`src/rtl/trap_seq_pkg.sv`:
```
package trap_seq_pkg;

    parameter int WORD_W      = 16;
    parameter int BYTE_W      = 8;
    parameter int NZVC_W      = 4;
    parameter int OFS_W       = 5;
    parameter int STEP_W      = 4;
    parameter int FRAME_BYTES = 10;

    localparam int PAD_W = BYTE_W - NZVC_W;
    localparam logic [BYTE_W-1:0] RET_OPCODE = 8'h02;

    typedef enum logic [1:0] {
        MODE_IDLE   = 2'd0,
        MODE_ENTRY  = 2'd1,
        MODE_RETURN = 2'd2
    } mode_e;

    typedef enum logic [1:0] {
        UOP_READ  = 2'd0,
        UOP_WRITE = 2'd1,
        UOP_END   = 2'd2
    } uop_kind_e;

    typedef enum logic [1:0] {
        BASE_STKVEC = 2'd0,
        BASE_HNDVEC = 2'd1,
        BASE_TOP    = 2'd2,
        BASE_SP     = 2'd3
    } base_e;

    typedef enum logic [3:0] {
        FLD_SPEC  = 4'd0,
        FLD_FLAGS = 4'd1,
        FLD_A_HI  = 4'd2,
        FLD_A_LO  = 4'd3,
        FLD_X_HI  = 4'd4,
        FLD_X_LO  = 4'd5,
        FLD_PC_HI = 4'd6,
        FLD_PC_LO = 4'd7,
        FLD_SP_HI = 4'd8,
        FLD_SP_LO = 4'd9,
        FLD_T_HI  = 4'd10,
        FLD_T_LO  = 4'd11
    } field_e;

    // One step of a sequence: access kind, address base, signed byte offset, data slot
    typedef struct packed {
        uop_kind_e          kind;
        base_e              base;
        logic [OFS_W-1:0]   ofs;
        field_e             field;
    } uop_t;

    // Register snapshot taken when a start is accepted
    typedef struct packed {
        logic [WORD_W-1:0] a;
        logic [WORD_W-1:0] x;
        logic [WORD_W-1:0] sp;
        logic [WORD_W-1:0] pc;
        logic [BYTE_W-1:0] spec;
        logic [NZVC_W-1:0] nzvc;
    } ctx_t;

    function automatic logic is_trap_op(input logic [BYTE_W-1:0] op);
        return (op[7:1] == 7'b0010011) || ((op >= 8'h28) && (op <= 8'h4F));
    endfunction

    function automatic logic is_ret_op(input logic [BYTE_W-1:0] op);
        return op == RET_OPCODE;
    endfunction

    function automatic uop_t mk(input uop_kind_e k, input base_e b,
                                input logic [OFS_W-1:0] o, input field_e f);
        uop_t u;
        u.kind  = k;
        u.base  = b;
        u.ofs   = o;
        u.field = f;
        return u;
    endfunction

    // Entry: fetch stack top, push frame downward, fetch handler address.
    // Negative offsets are written in two's complement on OFS_W bits.
    function automatic uop_t entry_uop(input logic [STEP_W-1:0] s);
        case (s)
            4'd0:    return mk(UOP_READ,  BASE_STKVEC, 5'h00, FLD_T_HI);
            4'd1:    return mk(UOP_READ,  BASE_STKVEC, 5'h01, FLD_T_LO);
            4'd2:    return mk(UOP_WRITE, BASE_TOP,    5'h1F, FLD_SPEC);   // T-1
            4'd3:    return mk(UOP_WRITE, BASE_TOP,    5'h1D, FLD_SP_HI);  // T-3
            4'd4:    return mk(UOP_WRITE, BASE_TOP,    5'h1E, FLD_SP_LO);  // T-2
            4'd5:    return mk(UOP_WRITE, BASE_TOP,    5'h1B, FLD_PC_HI);  // T-5
            4'd6:    return mk(UOP_WRITE, BASE_TOP,    5'h1C, FLD_PC_LO);  // T-4
            4'd7:    return mk(UOP_WRITE, BASE_TOP,    5'h19, FLD_X_HI);   // T-7
            4'd8:    return mk(UOP_WRITE, BASE_TOP,    5'h1A, FLD_X_LO);   // T-6
            4'd9:    return mk(UOP_WRITE, BASE_TOP,    5'h17, FLD_A_HI);   // T-9
            4'd10:   return mk(UOP_WRITE, BASE_TOP,    5'h18, FLD_A_LO);   // T-8
            4'd11:   return mk(UOP_WRITE, BASE_TOP,    5'h16, FLD_FLAGS);  // T-10
            4'd12:   return mk(UOP_READ,  BASE_HNDVEC, 5'h00, FLD_PC_HI);
            4'd13:   return mk(UOP_READ,  BASE_HNDVEC, 5'h01, FLD_PC_LO);
            default: return mk(UOP_END,   BASE_SP,     5'h00, FLD_SPEC);
        endcase
    endfunction

    // Return: walk the frame upward from the stack pointer
    function automatic uop_t return_uop(input logic [STEP_W-1:0] s);
        case (s)
            4'd0:    return mk(UOP_READ, BASE_SP, 5'h00, FLD_FLAGS);
            4'd1:    return mk(UOP_READ, BASE_SP, 5'h01, FLD_A_HI);
            4'd2:    return mk(UOP_READ, BASE_SP, 5'h02, FLD_A_LO);
            4'd3:    return mk(UOP_READ, BASE_SP, 5'h03, FLD_X_HI);
            4'd4:    return mk(UOP_READ, BASE_SP, 5'h04, FLD_X_LO);
            4'd5:    return mk(UOP_READ, BASE_SP, 5'h05, FLD_PC_HI);
            4'd6:    return mk(UOP_READ, BASE_SP, 5'h06, FLD_PC_LO);
            4'd7:    return mk(UOP_READ, BASE_SP, 5'h07, FLD_SP_HI);
            4'd8:    return mk(UOP_READ, BASE_SP, 5'h08, FLD_SP_LO);
            default: return mk(UOP_END,  BASE_SP, 5'h00, FLD_SPEC);
        endcase
    endfunction

endpackage

```
`src/rtl/trap_step_decode.sv`:
```
module trap_step_decode
    import trap_seq_pkg::*;
(
    input  mode_e             mode,
    input  logic [STEP_W-1:0] step,
    output uop_t              uop
);

    always_comb begin
        case (mode)
            MODE_ENTRY:  uop = entry_uop(step);
            MODE_RETURN: uop = return_uop(step);
            default:     uop = mk(UOP_END, BASE_SP, '0, FLD_SPEC);
        endcase
    end

endmodule

```
`src/rtl/trap_addr_gen.sv`:
```
module trap_addr_gen
    import trap_seq_pkg::*;
#(
    parameter logic [WORD_W-1:0] STACK_VEC   = 16'hFFF6,
    parameter logic [WORD_W-1:0] HANDLER_VEC = 16'hFFFE
) (
    input  base_e             base,
    input  logic [OFS_W-1:0]  ofs,
    input  logic [WORD_W-1:0] top,
    input  logic [WORD_W-1:0] sp,
    output logic [WORD_W-1:0] addr
);

    localparam int EXT_W = WORD_W - OFS_W;

    logic [WORD_W-1:0] base_val;
    logic [WORD_W-1:0] ofs_ext;

    always_comb begin
        case (base)
            BASE_STKVEC: base_val = STACK_VEC;
            BASE_HNDVEC: base_val = HANDLER_VEC;
            BASE_TOP:    base_val = top;
            default:     base_val = sp;
        endcase
    end

    assign ofs_ext = {{EXT_W{ofs[OFS_W-1]}}, ofs};
    assign addr    = base_val + ofs_ext;   // wraps modulo 2^WORD_W

endmodule

```
`src/rtl/trap_ctx_store.sv`:
```
module trap_ctx_store
    import trap_seq_pkg::*;
(
    input  logic              clk,
    input  logic              rst,
    input  logic              capture,
    input  ctx_t              ctx_in,
    input  logic              rd_en,
    input  field_e            field,
    input  logic [BYTE_W-1:0] rdata,
    output logic [BYTE_W-1:0] wdata,
    output logic [WORD_W-1:0] snap_sp,
    output logic [WORD_W-1:0] top,
    output logic [WORD_W-1:0] res_a,
    output logic [WORD_W-1:0] res_x,
    output logic [WORD_W-1:0] res_sp,
    output logic [WORD_W-1:0] res_pc,
    output logic [NZVC_W-1:0] res_nzvc
);

    ctx_t snap;

    always_ff @(posedge clk) begin
        if (rst) begin
            snap     <= '0;
            top      <= '0;
            res_a    <= '0;
            res_x    <= '0;
            res_sp   <= '0;
            res_pc   <= '0;
            res_nzvc <= '0;
        end else begin
            if (capture) snap <= ctx_in;
            if (rd_en) begin
                case (field)
                    FLD_T_HI:  top[WORD_W-1 -: BYTE_W]    <= rdata;
                    FLD_T_LO:  top[BYTE_W-1:0]            <= rdata;
                    FLD_A_HI:  res_a[WORD_W-1 -: BYTE_W]  <= rdata;
                    FLD_A_LO:  res_a[BYTE_W-1:0]          <= rdata;
                    FLD_X_HI:  res_x[WORD_W-1 -: BYTE_W]  <= rdata;
                    FLD_X_LO:  res_x[BYTE_W-1:0]          <= rdata;
                    FLD_PC_HI: res_pc[WORD_W-1 -: BYTE_W] <= rdata;
                    FLD_PC_LO: res_pc[BYTE_W-1:0]         <= rdata;
                    FLD_SP_HI: res_sp[WORD_W-1 -: BYTE_W] <= rdata;
                    FLD_SP_LO: res_sp[BYTE_W-1:0]         <= rdata;
                    FLD_FLAGS: res_nzvc                   <= rdata[NZVC_W-1:0];
                    default: ;
                endcase
            end
        end
    end

    always_comb begin
        case (field)
            FLD_SPEC:  wdata = snap.spec;
            FLD_FLAGS: wdata = {{PAD_W{1'b0}}, snap.nzvc};
            FLD_A_HI:  wdata = snap.a[WORD_W-1 -: BYTE_W];
            FLD_A_LO:  wdata = snap.a[BYTE_W-1:0];
            FLD_X_HI:  wdata = snap.x[WORD_W-1 -: BYTE_W];
            FLD_X_LO:  wdata = snap.x[BYTE_W-1:0];
            FLD_PC_HI: wdata = snap.pc[WORD_W-1 -: BYTE_W];
            FLD_PC_LO: wdata = snap.pc[BYTE_W-1:0];
            FLD_SP_HI: wdata = snap.sp[WORD_W-1 -: BYTE_W];
            FLD_SP_LO: wdata = snap.sp[BYTE_W-1:0];
            default:   wdata = '0;
        endcase
    end

    assign snap_sp = snap.sp;

    // the frame base only moves when one of its bytes is read
    assert_top_held_R4: assert property (@(posedge clk) disable iff (rst)
        !(rd_en && (field == FLD_T_HI || field == FLD_T_LO)) |=> $stable(top));

    // the snapshot only moves on an accepted start
    assert_snap_held_R9: assert property (@(posedge clk) disable iff (rst)
        !capture |=> $stable(snap));

endmodule

```
`src/rtl/trap_ctx_seq.sv`:
```
module trap_ctx_seq
    import trap_seq_pkg::*;
#(
    parameter logic [WORD_W-1:0] STACK_VEC   = 16'hFFF6,
    parameter logic [WORD_W-1:0] HANDLER_VEC = 16'hFFFE
) (
    input  logic              clk,
    input  logic              rst,
    input  logic              start,
    input  logic [BYTE_W-1:0] opcode,
    input  logic [WORD_W-1:0] reg_a,
    input  logic [WORD_W-1:0] reg_x,
    input  logic [WORD_W-1:0] reg_sp,
    input  logic [WORD_W-1:0] reg_pc,
    input  logic [NZVC_W-1:0] reg_flags,
    output logic [WORD_W-1:0] mem_addr,
    output logic              mem_rd,
    output logic              mem_wr,
    output logic [BYTE_W-1:0] mem_wdata,
    input  logic [BYTE_W-1:0] mem_rdata,
    output logic              busy,
    output logic              done,
    output logic              ld_a,
    output logic              ld_x,
    output logic              ld_sp,
    output logic              ld_pc,
    output logic              ld_flags,
    output logic [WORD_W-1:0] new_a,
    output logic [WORD_W-1:0] new_x,
    output logic [WORD_W-1:0] new_sp,
    output logic [WORD_W-1:0] new_pc,
    output logic [NZVC_W-1:0] new_flags
);

    mode_e             mode_q;
    logic [STEP_W-1:0] step_q;
    uop_t              uop;
    logic              accept_trap;
    logic              accept_ret;
    logic              capture;
    ctx_t              ctx_in;
    logic [WORD_W-1:0] top;
    logic [WORD_W-1:0] snap_sp;
    logic [WORD_W-1:0] res_sp;

    assign accept_trap = (mode_q == MODE_IDLE) && start && is_trap_op(opcode);
    assign accept_ret  = (mode_q == MODE_IDLE) && start && is_ret_op(opcode);
    assign capture     = accept_trap || accept_ret;

    always_ff @(posedge clk) begin
        if (rst) begin
            mode_q <= MODE_IDLE;
            step_q <= '0;
        end else if (mode_q == MODE_IDLE) begin
            step_q <= '0;
            if (accept_trap)     mode_q <= MODE_ENTRY;
            else if (accept_ret) mode_q <= MODE_RETURN;
        end else if (uop.kind == UOP_END) begin
            mode_q <= MODE_IDLE;
            step_q <= '0;
        end else begin
            step_q <= step_q + 1'b1;
        end
    end

    trap_step_decode u_decode (
        .mode (mode_q),
        .step (step_q),
        .uop  (uop)
    );

    assign ctx_in = '{a: reg_a, x: reg_x, sp: reg_sp, pc: reg_pc,
                      spec: opcode, nzvc: reg_flags};

    trap_ctx_store u_store (
        .clk      (clk),
        .rst      (rst),
        .capture  (capture),
        .ctx_in   (ctx_in),
        .rd_en    (mem_rd),
        .field    (uop.field),
        .rdata    (mem_rdata),
        .wdata    (mem_wdata),
        .snap_sp  (snap_sp),
        .top      (top),
        .res_a    (new_a),
        .res_x    (new_x),
        .res_sp   (res_sp),
        .res_pc   (new_pc),
        .res_nzvc (new_flags)
    );

    trap_addr_gen #(
        .STACK_VEC   (STACK_VEC),
        .HANDLER_VEC (HANDLER_VEC)
    ) u_addr (
        .base (uop.base),
        .ofs  (uop.ofs),
        .top  (top),
        .sp   (snap_sp),
        .addr (mem_addr)
    );

    assign busy     = (mode_q != MODE_IDLE);
    assign mem_rd   = busy && (uop.kind == UOP_READ);
    assign mem_wr   = busy && (uop.kind == UOP_WRITE);
    assign done     = busy && (uop.kind == UOP_END);
    assign ld_pc    = done;
    assign ld_sp    = done;
    assign ld_a     = done && (mode_q == MODE_RETURN);
    assign ld_x     = done && (mode_q == MODE_RETURN);
    assign ld_flags = done && (mode_q == MODE_RETURN);
    assign new_sp   = (mode_q == MODE_ENTRY) ? (top - WORD_W'(FRAME_BYTES)) : res_sp;

    assert_single_strobe_R7: assert property (@(posedge clk) disable iff (rst)
        mem_rd |-> !mem_wr);

    assert_done_pulse_R10: assert property (@(posedge clk) disable iff (rst)
        done |=> (!done && !busy));

    assert_vector_first_R3: assert property (@(posedge clk) disable iff (rst)
        accept_trap |=> (mem_rd && mem_addr == STACK_VEC));

    assert_frame_base_R8: assert property (@(posedge clk) disable iff (rst)
        accept_ret |=> (mem_rd && mem_addr == $past(reg_sp)));

    assert_runs_to_end_R9: assert property (@(posedge clk) disable iff (rst)
        (busy && !done) |=> (busy && step_q == $past(step_q) + 1'b1));

    assert_write_on_entry_R4: assert property (@(posedge clk) disable iff (rst)
        mem_wr |-> (mode_q == MODE_ENTRY));

    assert_idle_start_R2: assert property (@(posedge clk) disable iff (rst)
        (!busy && !(start && (is_trap_op(opcode) || is_ret_op(opcode)))) |=> !busy);

endmodule

```
`config.mk`:
```
export PLATFORM = sky130hd
export DESIGN_NAME = trap_ctx_seq
export DESIGN_NICKNAME = d
export VERILOG_FILES = /design/src/rtl/trap_seq_pkg.sv /design/src/rtl/trap_step_decode.sv /design/src/rtl/trap_addr_gen.sv /design/src/rtl/trap_ctx_store.sv /design/src/rtl/trap_ctx_seq.sv
export SDC_FILE = /design/constraint.sdc
export NUM_CORES = 1
export LEC_CHECK = 0
export BUFFER_PORTS_ARGS = -buffer_cell sky130_fd_sc_hd__buf_2
export CAP_MARGIN = 30
export CORE_AREA = 2 2 193 195
export DETAILED_ROUTE_END_ITERATION = 10
export DIE_AREA = 0 0 195 197
export PLACE_DENSITY_LB_ADDON = 0.1
export SYNTH_ARGS = -nofsm -noshare
export SYNTH_HDL_FRONTEND = slang
export SYNTH_HIERARCHICAL = 1
export SYNTH_SLANG_ARGS = --single-unit
```
`constraint.sdc`:
```
create_clock -name clk -period 5.27 [get_ports clk]
set_input_delay 1.3175 -clock clk [delete_from_list [all_inputs] [get_ports clk]]
set_output_delay 1.3175 -clock clk [all_outputs]
set_load 0.1 [all_outputs]
```
==> summary.txt, run 1 <==
Outcome
  – Status: complete, no violations

Clocking
  – CTS Buf Count: 17
  – H-tree lvl count: 4
  – Clk_lat worst skew: 440 ps
  – Number of clock sinks: 166
  – CTS clock-pin slew for the worst setup and hold paths: 70 ps
  – Clock Path Buffers: 2
  – Root buf cell: clkbuf_16
  – Total of hold buffers inserted after clock tree synthesis: 0
  – TritonCTS clock tree: done

Place
  – Gpl congestion: 0.833
  – Number of placed instances, taps included: 1575
  – Number of buffer cells added on primary ports: 187
  – Placed Instance Area: 10600 um^2
  – Final HPWL from detailed placement: 22300 um
  – Post-placement worst setup slack: 251 ps

Synth
  – Leading cell types by total area after synthesis: dfxtp_1 (37%), mux2i_1 (21%), nor2_1 (7.8%), ha_1 (3.7%), buf_4 (2.3%)
  – Synth warn: 6
  – Flip-flop cell with the highest count after synthesis: dfxtp_1
  – Count of mapped cells out of synthesis: 976
  – Average size of a mapped cell: 9.24 um^2
  – Leading area contributor after synthesis: dfxtp_1
  – Sequential fraction of the synthesis area: 36.8%
  – Post-synth design cell area: 9020 um^2
  – Number of synthesized register bits: 166
  – Share of the synthesized area in the top cell type: 36.8%
  – Proportion of register bits with asynchronous set or reset after synthesis: 0%
  – Number of flops mapped to enable cells by yosys: 0
  – Netlist cell types: 76
  – Synthesized Nets: 1091

Setup path
  – R2R cell count: 11
  – Arrival time of the worst setup path: 3710 ps
  – Highest net fanout along the worst path: 16
  – Endpoint of the lowest-slack register-to-register path: u_store/res_a[1]
  – Worst flop-to-flop path startpoint: step_q[1]
  – Critical path start-end classification: reg2out
  – Kind of capture point of the worst setup path: output pin
  – Data required time at the worst endpoint: 3950 ps
  – Slack of the worst reg-to-reg path: 2150 ps
  – Setup crit start kind: flop

Timing
  – Count of endpoints failing setup in the final report: 0
  – Ratio of final minimum period to clock period: 95.3%
  – Hold Violations, Final: 0
  – Max-slew violation count: 0
  – Final worst-path setup slack: 247 ps
  – RSZ-0062 raised after global routing: yes
  – Worst Max-Slew Pin Slew: 774 ps
  – Final setup TNS: 0 ps
  – Final critical path time including I/O delays and setup: 5020 ps
  – Setup clock skew after layout: 10.4 ps
  – Max Clock Freq: 0.199 GHz
  – Final worst hold slack: 489 ps
  – Worst-case headroom to the max-slew limit: 48.3%

Global route
  – Wire length of the first global-routing pass: 45600 um
  – Number of global-route vias before repair: 7221
  – GR Overflow Total: 0
  – Number of antenna violations at the first check in global routing: 3
  – Pin count of the biggest net entering global routing: 110
  – Global Route Usage Sum: 15.9%

Flow run
  – Number of maximum-capacitance constraint violations: 0

Route
  – Average wire per standard cell: 18.7 um
  – Remaining DRCs: 0
  – Number of nets still failing antenna checks after routing: 0
  – Drt via density: 4.53
  – Detailed Routing Iterations Pass 1: 4
  – Number of vias in the routed layout: 7327
  – Final Routed Wirelength: 30300 um
  – Starting DRT DRC Count: 427

Floorplanning
  – Standard-cell row count: 70
  – Initial Utilization: 24.9%
  – Die span in x: 195 um
  – Die height: 197 um
  – Total Die Area: 38400 um^2
  – Core ar.: 36300 um^2
  – Number of placed I/O pins: 188

Cells and area
  – Area added between synthesis and finish: 26.4%
  – Multi-input combinational cell area: 5390 um^2
  – Sequential standard cell area: 3330 um^2
  – Share of final-layout standard cells stronger than drive strength 1: 28.3%
  – Fraction of the core area covered by cells at the end of the flow: 31.4%
  – Number of nets in the layout: 1250
  – Fillers: 3877
  – Final Non-Filler Cells: 1616
  – Final standard cell area without fillers: 11400 um^2

Pwr
  – Pleak: 5.23 nW
  – Maximum VDD drop: 0.230 mV
  – Final Total Pwr: 2.87 mW
  – Power per cell area: 251 nW/um^2

Worst hold path
  – Endpoint with the worst hold slack: u_store/snap[49]
  – Hold wc startpoint: u_store/snap[49]
  – Cell depth of the worst hold path: 2
  – Class of the worst hold path: reg2reg
[power breakdown]
| part | switching (mW) | total (mW) | leakage [nW] | internal [mW] |
|---|---|---|---|---|
| clock | 0.544 | 1.30 | 0.289 | 0.751 |
| combinational | 0.194 | 0.287 | 3.60 | 0.0929 |
| sequential | 0.0135 | 1.28 | 1.34 | 1.27 |
| total | 0.752 | 2.87 | 5.23 | 2.11 |
[cell families after synthesis]
kind of cell,share of synthesized area [%]
AOI/OAI and AO/OA,9.63
xor gates and xnor gates,2.70
adders and majority gates,3.97
buffers and inverters,5.99
DFF,36.8
muxes,22.3
and+or+nand+nor,18.6
[worst max-delay path: stages, from the launching register on]
cell	delay [ps]
dfxtp_1	330
buf_4	140
ha_1	180
nand3_1	120
nand2_2	150
buf_8	190
mux2i_1	230
nand2_1	130
fa_1	460
a21o_2	260
a221o_1	320
a31o_1	230
a21oi_2	180
xnor2_2	160
buf_12	210
[cell type report]
cell class | instances | share of cell area, %
diodes | 1 | 0.0219
clock buffers | 22 | 4.25
clock inverters | 9 | 1.04
inverters | 16 | 0.527
multi-input cells | 714 | 47.3
flip-flops and latches | 166 | 29.2
well taps | 468 | 5.14
repair buffers | 220 | 12.6
[cell usage after synthesis, types with 3 or more instances]
library cell,instances
mux2i_1,187
nor2_1,187
dfxtp_1,166
nand2_1,51
buf_4,28
ha_1,27
o21ai_0,27
a21oi_1,25
buf_2,24
clkbuf_1,22
inv_1,16
xnor2_1,13
xor2_1,13
nor2b_1,12
nand3_1,10
nor3_1,10
mux2_2,9
nor3b_1,7
a211oi_1,6
a22oi_1,6
buf_6,6
nand2b_1,6
nor4_1,6
o211ai_1,6
a21o_1,5
a221oi_1,5
a32oi_1,5
nand4_1,5
nor2_8,5
nand2b_4,4
nand3b_1,4
o221ai_1,4
a221o_1,3
nand3_2,3
o21ai_1,3
o32ai_1,3
or3_1,3
[routing by layer]
metal	wire (um)	track usage [%]	vias up	share of wire [%]
met2	13600	24.7	160	45
met4	409	4.69	4	1.4
met1	14900	21.9	3440	49
met3	1250	3.58	20	4.1
li1	-	-	3703	-
met5	26	0	-	0.086
[flip-flops by register name (all words and copies together) (netlist names)]
signal / cells
mode_q: 2
step_q: 4
u_store/res_a: 16
u_store/res_nzvc: 4
u_store/res_pc: 16
u_store/res_sp: 16
u_store/res_x: 16
u_store/snap: 60
u_store/snap_sp: 16
u_store/top: 16
[cells in the final DEF, fill, tap and decap left out, types with 5 or more instances in the layout]
cell type and n:
nor2_8 5, nand2b_1 6, nor3_1 9, dfxtp_1 164
nand2_1 50, mux2_2 9, nor2b_1 12, a21o_1 5
a32oi_1 5, nand4_1 5, nor2_1 187, buf_12 17
o211ai_1 6, a21oi_1 23, ha_1 25, mux2i_1 187
inv_1 16, buf_4 27, xnor2_2 10, xor2_1 11
clkbuf_16 17, nor4_1 5, nor3b_1 5, nand3_1 10
o21ai_0 27, a22oi_1 6, buf_2 175
[how the worst max path moves through the flow]
| stage | startpoint | slack, ps | depth (start not counted) | to |
|---|---|---|---|---|
| after detailed placement | step_q[2] | 250 | 12 | mem_addr[12] |
| final | mode_q[0] | 250 | 14 | mem_addr[10] |
| after floorplan | mode_q[0] | -220 | 14 | mem_addr[12] |
| after CTS | mode_q[1] | 10 | 15 | mem_addr[12] |
| after global placement | step_q[2] | 260 | 12 | mem_addr[12] |
| after global routing | mode_q[0] | -10 | 14 | mem_addr[9] |
[repair_timing]
action	4_1_cts	5_1_grt
setup endpoints to repair	1	11
setup buffers	0	9
pin swaps	0	4
gates resized for setup	5	11
Power figures use the tool's default switching activity.
==> run 2: changes to the inputs <==
--- a/config.mk
+++ b/config.mk
@@ -8,9 +8,11 @@
 export BUFFER_PORTS_ARGS = -buffer_cell sky130_fd_sc_hd__buf_2
 export CAP_MARGIN = 30
 export CORE_AREA = 2 2 193 195
+export CTS_BUF_LIST = sky130_fd_sc_hd__clkbuf_16
 export DETAILED_ROUTE_END_ITERATION = 10
 export DIE_AREA = 0 0 195 197
 export PLACE_DENSITY_LB_ADDON = 0.1
+export SKIP_LAST_GASP = 1
 export SYNTH_ARGS = -nofsm -noshare
 export SYNTH_HDL_FRONTEND = slang
 export SYNTH_HIERARCHICAL = 1
==> run 2 against run 1 <==
Net effect:
- design area is 0.35% lower
- sequential power hardly changed
- die area stayed put
- clock power is 5% lower
- combinational power hardly changed
- clock skew is 0.89 ps higher
- routed wire length is 0.24% lower
- first-iteration DRC count is 9.1% lower
- critical endpoint unchanged
==> summary.txt, run 2 (same netlist as run 1, synthesis figures left out) <==
Cells and area
  – Largest register by flop count: u_store/snap
  – Number of flip-flops in the largest register: 60
  – Final Non-Filler Cells: 1616
  – Share of final-layout standard cells stronger than drive strength 1: 28.0%
  – Number of nets in the layout: 1250
  – Fillers: 3888
  – Most frequent cells in the layout: nor2_1 (187), mux2i_1 (187), buf_2 (175)
  – Final standard cell area without fillers: 11400 um^2
  – Fraction of the core area covered by cells at the end of the flow: 31.3%
  – Area added between synthesis and finish: 25.9%

Setup path
  – Setup crit start kind: flop
  – Crit-path slowest cell: fa_1
  – Data required time at the worst endpoint: 3950 ps
  – CP max stage delay: 460 ps
  – Critical path start-end classification: reg2out
  – Combined buffer and inverter count along the critical path: 3
  – Ordered list of cells on the worst path: buf_4 > ha_1 > nand3_1 > nand2_2 > buf_8 > mux2i_1 > nand2_1 > fa_1 > a21o_2 > a221o_1 > a31o_1 > a21oi_2 > xnor2_2 > buf_12
  – Arrival time of the worst setup path: 3710 ps
  – Kind of capture point of the worst setup path: output pin
  – Highest net fanout along the worst path: 16
  – Cell family with most CP delay: compound AO/OA/AOI/OAI gates

Clocking
  – Root buf cell: clkbuf_16
  – Number of clock sinks: 166
  – TritonCTS clock tree: done
  – H-tree lvl count: 4
  – CTS Buf Count: 17
  – Clk_lat worst skew: 440 ps
  – CTS clock-pin slew for the worst setup and hold paths: 60 ps
  – Total of hold buffers inserted after clock tree synthesis: 0
  – Clock Path Buffers: 2

Timing
  – Ratio of final minimum period to clock period: 95.5%
  – Worst-case headroom to the max-slew limit: 48.1%
  – Max Clock Freq: 0.199 GHz
  – Final worst hold slack: 489 ps
  – RSZ-0062 raised after global routing: yes
  – Setup clock skew after layout: 11.3 ps
  – Final worst-path setup slack: 239 ps
  – Max-slew violation count: 0
  – Hold Violations, Final: 0
  – Count of endpoints failing setup in the final report: 0
  – Final critical path time including I/O delays and setup: 5030 ps
  – Worst Max-Slew Pin Slew: 776 ps

Floorplanning
  – Core ar.: 36300 um^2
  – Total Die Area: 38400 um^2
  – Standard-cell row count: 70
  – Die height: 197 um
  – Initial Utilization: 24.9%
  – Number of placed I/O pins: 188
  – Die span in x: 195 um

Pwr
  – Power per cell area: 247 nW/um^2
  – Pleak: 5.21 nW
  – Maximum VDD drop: 0.231 mV
  – Part of the power in registers: 45.8%
  – Internal Power: 2.05 mW
  – Net switching power figure: 747 uW
  – Clock Power Share: 43.9%
  – Switching share of power: 26.7%
  – Comb power frac: 10.2%

Global route
  – Number of global-route vias before repair: 7217
  – Number of antenna violations at the first check in global routing: 3
  – Global Route Usage Sum: 15.8%
  – Wire length of the first global-routing pass: 45600 um
  – GR Overflow Total: 0
  – Pin count of the biggest net entering global routing: 110

Place
  – Post-placement worst setup slack: 251 ps
  – Final HPWL from detailed placement: 22300 um
  – Number of buffer cells added on primary ports: 187
  – Number of placed instances, taps included: 1575
  – Gpl congestion: 0.833
  – Placed Instance Area: 10600 um^2

Route
  – Final Routed Wirelength: 30200 um
  – Starting DRT DRC Count: 388
  – Detailed Routing Iterations Pass 1: 5
  – Drt via density: 4.54
  – Number of nets still failing antenna checks after routing: 0
  – Average wire per standard cell: 18.7 um
  – Number of vias in the routed layout: 7336
  – Remaining DRCs: 0

Flow run
  – Number of maximum-capacitance constraint violations: 0

Outcome
  – Status: complete, no violations

Worst hold path
  – Class of the worst hold path: reg2reg
==> run 2: cell count changes in the layout (fill, tap and decap cells not counted) <==
cell | before | now
clkinv_1 | 0 | 4
inv_1 | 16 | 17
clkbuf_8 | 4 | 0
clkbuf_1 | 1 | 0
==> run 2: final cells by class <==
cell class	count	area, um^2	area share (%)
repair buffers	220	1430	12.6
multi-input cells	714	5390	47.4
clock inverters	14	138	1.21
clock buffers	17	425	3.74
diodes	1	2.50	0.0220
flip-flops and latches	166	3330	29.3
inverters	16	60.1	0.529
well taps	468	586	5.15
==> run 2: what timing repair did <==
action / 4_1_cts / 5_1_grt
pin swaps: 0 / 4
endpoints found under the setup margin: 1 / 11
gates resized for setup: 5 / 11
buffers inserted: 0 / 9
gates cloned: 0 / 0
==> run 2: routing by layer <==
| metal | up-vias | wire length, um | GRT usage, % |
|---|---|---|---|
| li1 | 3705 | - | - |
| met1 | 3449 | 14900 | 21.9 |
| met2 | 153 | 13500 | 24.7 |
| met3 | 25 | 1290 | 3.58 |
| met4 | 4 | 454 | 4.61 |
| met5 | - | 26 | 0 |
==> run 2: final timing paths <==
check / slack (ps) / end / from / cells past startpoint
setup / recovery: 240 / mem_addr[10] / mode_q[0] / 14
hold / removal: 490 / u_store/res_x[3] / u_store/res_x[3] / 2
setup reg to reg: 2170 / u_store/res_a[6] / step_q[1] / 11
hold reg to reg: 490 / u_store/res_x[3] / u_store/res_x[3] / 2
==> run 2: tightest hold or removal path: cells and delay by family, from the launching register on <==
kind,cells,cell delay [ps]
multiplexers,1,60
AND/OR/NAND/NOR,1,70
flip-flops,1,320
==> run 2: power by group through the flow <==
stage          sequential, mW  clock, mW  combinational (mW)
5_1_grt                  1.29       1.33               0.306
6_report                 1.28       1.23               0.287
3_5_place_dp             1.31          0               0.290
2_1_floorplan            1.31          0               0.193
3_3_place_gp             1.31          0               0.290
4_1_cts                  1.28       1.28               0.291
==> run 2: through the flow <==
step           power, mW  setup TNS [ps]
2_1_floorplan       1.50            -249
3_3_place_gp        1.60               0
3_5_place_dp        1.60               0
4_1_cts             2.86               0
5_1_grt             2.92           -9.71
6_report            2.80               0
==> run 3: changes to the inputs <==
--- a/config.mk
+++ b/config.mk
@@ -5,13 +5,13 @@
 export SDC_FILE = /design/constraint.sdc
 export NUM_CORES = 1
 export LEC_CHECK = 0
+export ABC_AREA = 1
 export BUFFER_PORTS_ARGS = -buffer_cell sky130_fd_sc_hd__buf_2
 export CAP_MARGIN = 30
-export CORE_AREA = 2 2 193 195
+export CORE_AREA = 2 2 192 194
 export CTS_BUF_LIST = sky130_fd_sc_hd__clkbuf_16
 export DETAILED_ROUTE_END_ITERATION = 10
-export DIE_AREA = 0 0 195 197
-export PLACE_DENSITY_LB_ADDON = 0.1
+export DIE_AREA = 0 0 194 196
 export SKIP_LAST_GASP = 1
 export SYNTH_ARGS = -nofsm -noshare
 export SYNTH_HDL_FRONTEND = slang
==> run 3 against run 2 <==
Net effect:
- maximum frequency grew 0.32%
- non-clock buffer count shrank 17
- hold slack lost 30 ps
- design area shrank 5.5%
- critical endpoint is now mem_addr[8]
- highest routed layer unchanged
==> summary.txt, run 3 <==
Outcome
  – Status: complete, no violations

Place
  – Number of placed instances, taps included: 1970
  – Number of buffer cells added on primary ports: 187
  – Gpl congestion: 0.881
  – Final HPWL from detailed placement: 23100 um

Synth
  – Top-count cell post-synth: nor2_1
  – Leading cell types by total area after synthesis: dfxtp_1 (37%), nor2_1 (14%), nand2_1 (10%), o21ai_0 (8.6%), nand3_1 (6.7%)
  – Most frequent cells after synthesis: nor2_1 (343), nand2_1 (248), dfxtp_1 (166)
  – Average size of a mapped cell: 6.44 um^2
  – Number of flops mapped to enable cells by yosys: 0
  – Count of mapped cells out of synthesis: 1382
  – Leading area contributor after synthesis: dfxtp_1
  – Proportion of register bits with asynchronous set or reset after synthesis: 0%
  – Flip-flop cell with the highest count after synthesis: dfxtp_1
  – Synth warn: 6
  – Number of synthesized register bits: 166
  – Synthesized Nets: 1497
  – Post-synth design cell area: 8900 um^2
  – Share of the synthesized area in the top cell type: 37.3%
  – Sequential fraction of the synthesis area: 37.3%
  – Netlist cell types: 31

Route
  – Number of vias in the routed layout: 9172
  – Average wire per standard cell: 15.4 um
  – Detailed Routing Iterations Pass 1: 5
  – Starting DRT DRC Count: 677
  – Remaining DRCs: 0
  – Number of nets still failing antenna checks after routing: 0
  – Final Routed Wirelength: 30800 um
  – Drt via density: 4.58

Setup path
  – Arrival time of the worst setup path: 3700 ps
  – Data required time at the worst endpoint: 3950 ps
  – Setup crit start kind: flop
  – Slack of the worst reg-to-reg path: 1990 ps
  – Highest net fanout along the worst path: 13
  – Kind of capture point of the worst setup path: output pin
  – Critical path start-end classification: reg2out

Clocking
  – CTS clock-pin slew for the worst setup and hold paths: 70 ps
  – CTS Buf Count: 17
  – Clock Path Buffers: 2
  – Total of hold buffers inserted after clock tree synthesis: 0
  – TritonCTS clock tree: done
  – Number of clock sinks: 166
  – H-tree lvl count: 4
  – Clk_lat worst skew: 430 ps
  – Root buf cell: clkbuf_16
  – Post-CTS setup buffer count: 0

Global route
  – Global Route Usage Sum: 16.0%
  – Number of global-route vias before repair: 8637
  – Pin count of the biggest net entering global routing: 73
  – GR Overflow Total: 0
  – Wire length of the first global-routing pass: 47900 um
  – Number of antenna violations at the first check in global routing: 2

Pwr
  – Switching share of power: 29.9%
  – Comb power frac: 14.6%
  – Clock Power Share: 41.1%
  – Part of the power in registers: 44.2%
  – Internal Power: 2.08 mW
  – Pleak: 5.23 nW
  – Final Total Pwr: 2.97 mW
  – Net switching power figure: 890 uW
  – Power per cell area: 277 nW/um^2
  – Maximum VDD drop: 0.207 mV

Floorplanning
  – Die span in x: 194 um
  – Total Die Area: 38000 um^2
  – Standard-cell row count: 70
  – Initial Utilization: 24.7%
  – Core ar.: 36100 um^2
  – Number of placed I/O pins: 188
  – Die height: 196 um

Timing
  – Count of endpoints failing setup in the final report: 0
  – Final critical path time including I/O delays and setup: 5010 ps
  – Ratio of final minimum period to clock period: 95.2%
  – Worst-case headroom to the max-slew limit: 43.5%
  – Setup clock skew after layout: 10.1 ps
  – Max-slew violation count: 0
  – RSZ-0062 raised after global routing: yes
  – Worst Max-Slew Pin Slew: 847 ps
  – Hold Violations, Final: 0
  – Max Clock Freq: 0.199 GHz

Cells and area
  – Number of nets in the layout: 1636
  – Number of flip-flops in the largest register: 60
  – Final Non-Filler Cells: 2003
  – Share of final-layout standard cells stronger than drive strength 1: 18.0%
  – Fraction of the core area covered by cells at the end of the flow: 29.8%
  – Most frequent cells in the layout: nor2_1 (341), nand2_1 (248), buf_2 (178)
  – Area added between synthesis and finish: 20.6%
  – Largest register by flop count: u_store/snap
  – Leading cell type in the layout, fill and taps excluded: nor2_1

Worst hold path
  – Class of the worst hold path: reg2reg

Flow run
  – Number of maximum-capacitance constraint violations: 0
run 3: changes by cell type in the layout (fill, tap and decap cells not counted), moves of 13 or more:
cell and change:
inv_2 +19, mux2i_1 -187, a21oi_1 +20, nor2_1 +154, buf_4 -13, o22ai_1 +13
nand2_1 +198, inv_1 +82, buf_12 -15, o21ai_0 +125, nand3_1 +110
run 3: timing repair:
action                                  in CTS  in global routing
endpoints found under the setup margin       0                 11
hold endpoints to repair                     0                  0
resized for setup                            0                 10
run 3: cell families after synthesis:
logic type,share of synthesized area [%]
fa+ha+maj,4.02
xor+xnor,1.08
compound gates,12.6
simple gates,35.2
buf+inv,9.74
flops,37.3
run 3: area by class of cell:
| cell class | count | area, um^2 |
|---|---|---|
| Tap cell | 468 | 586 |
| Inverter | 116 | 435 |
| Antenna cell | 1 | 2.50 |
| Multi-Input combinational cell | 1017 | 4730 |
| Clock inverter | 15 | 138 |
| Fill cell | 4019 | 25300 |
| Timing Repair Buffer | 203 | 1100 |
| Clock buffer | 17 | 425 |
| Sequential cell | 166 | 3320 |
run 3: critical path, stage by stage (launching register included):
cell	delay [ps]
dfxtp_1	420
inv_1	70
ha_1	360
inv_2	140
o211ai_1	170
nor2_1	180
inv_1	190
o22ai_1	170
inv_1	100
fa_1	440
nand2_1	160
a21oi_2	100
a21oi_1	180
xnor2_1	130
buf_2	440
run 3: per-layer routing:
metal / vias to the layer above / GRT usage (%) / part of all wire [%]
li1: 4691 / - / -
met4: 2 / 4.35 / 1.6
met1: 4178 / 20.7 / 45
met5: - / 0 / 0.052
met2: 272 / 27.1 / 47
met3: 29 / 3.13 / 6.0
run 3: per-stage QoR:
step | hold slack, ps | setup TNS [ps] | area [um^2] | setup WS [ps]
floorplan | 434 | 0 | 8910 | 68.4
global placement | 449 | 0 | 10100 | 759
detailed placement | 451 | 0 | 10200 | 711
CTS | 462 | 0 | 10700 | 215
global route | 477 | -17.5 | 10700 | -17.5
finish | 459 | 0 | 10700 | 255
run 3: path summary, 6_finish.rpt:
kind | from | endpoint | cells after the start
max | mode_q[0] | mem_addr[8] | 14
min | u_store/res_nzvc[0] | u_store/res_nzvc[0] | 2
max reg2reg | mode_q[0] | u_store/res_a[10] | 13
min reg2reg | u_store/res_nzvc[0] | u_store/res_nzvc[0] | 2
run 3: power groups by stage:
stage	logic (mW)	registers, mW	clock network, mW
finish	0.436	1.32	1.22
global route	0.471	1.32	1.30
CTS	0.434	1.31	1.24
detailed placement	0.432	1.34	0
global placement	0.429	1.34	0
floorplan	0.328	1.33	0
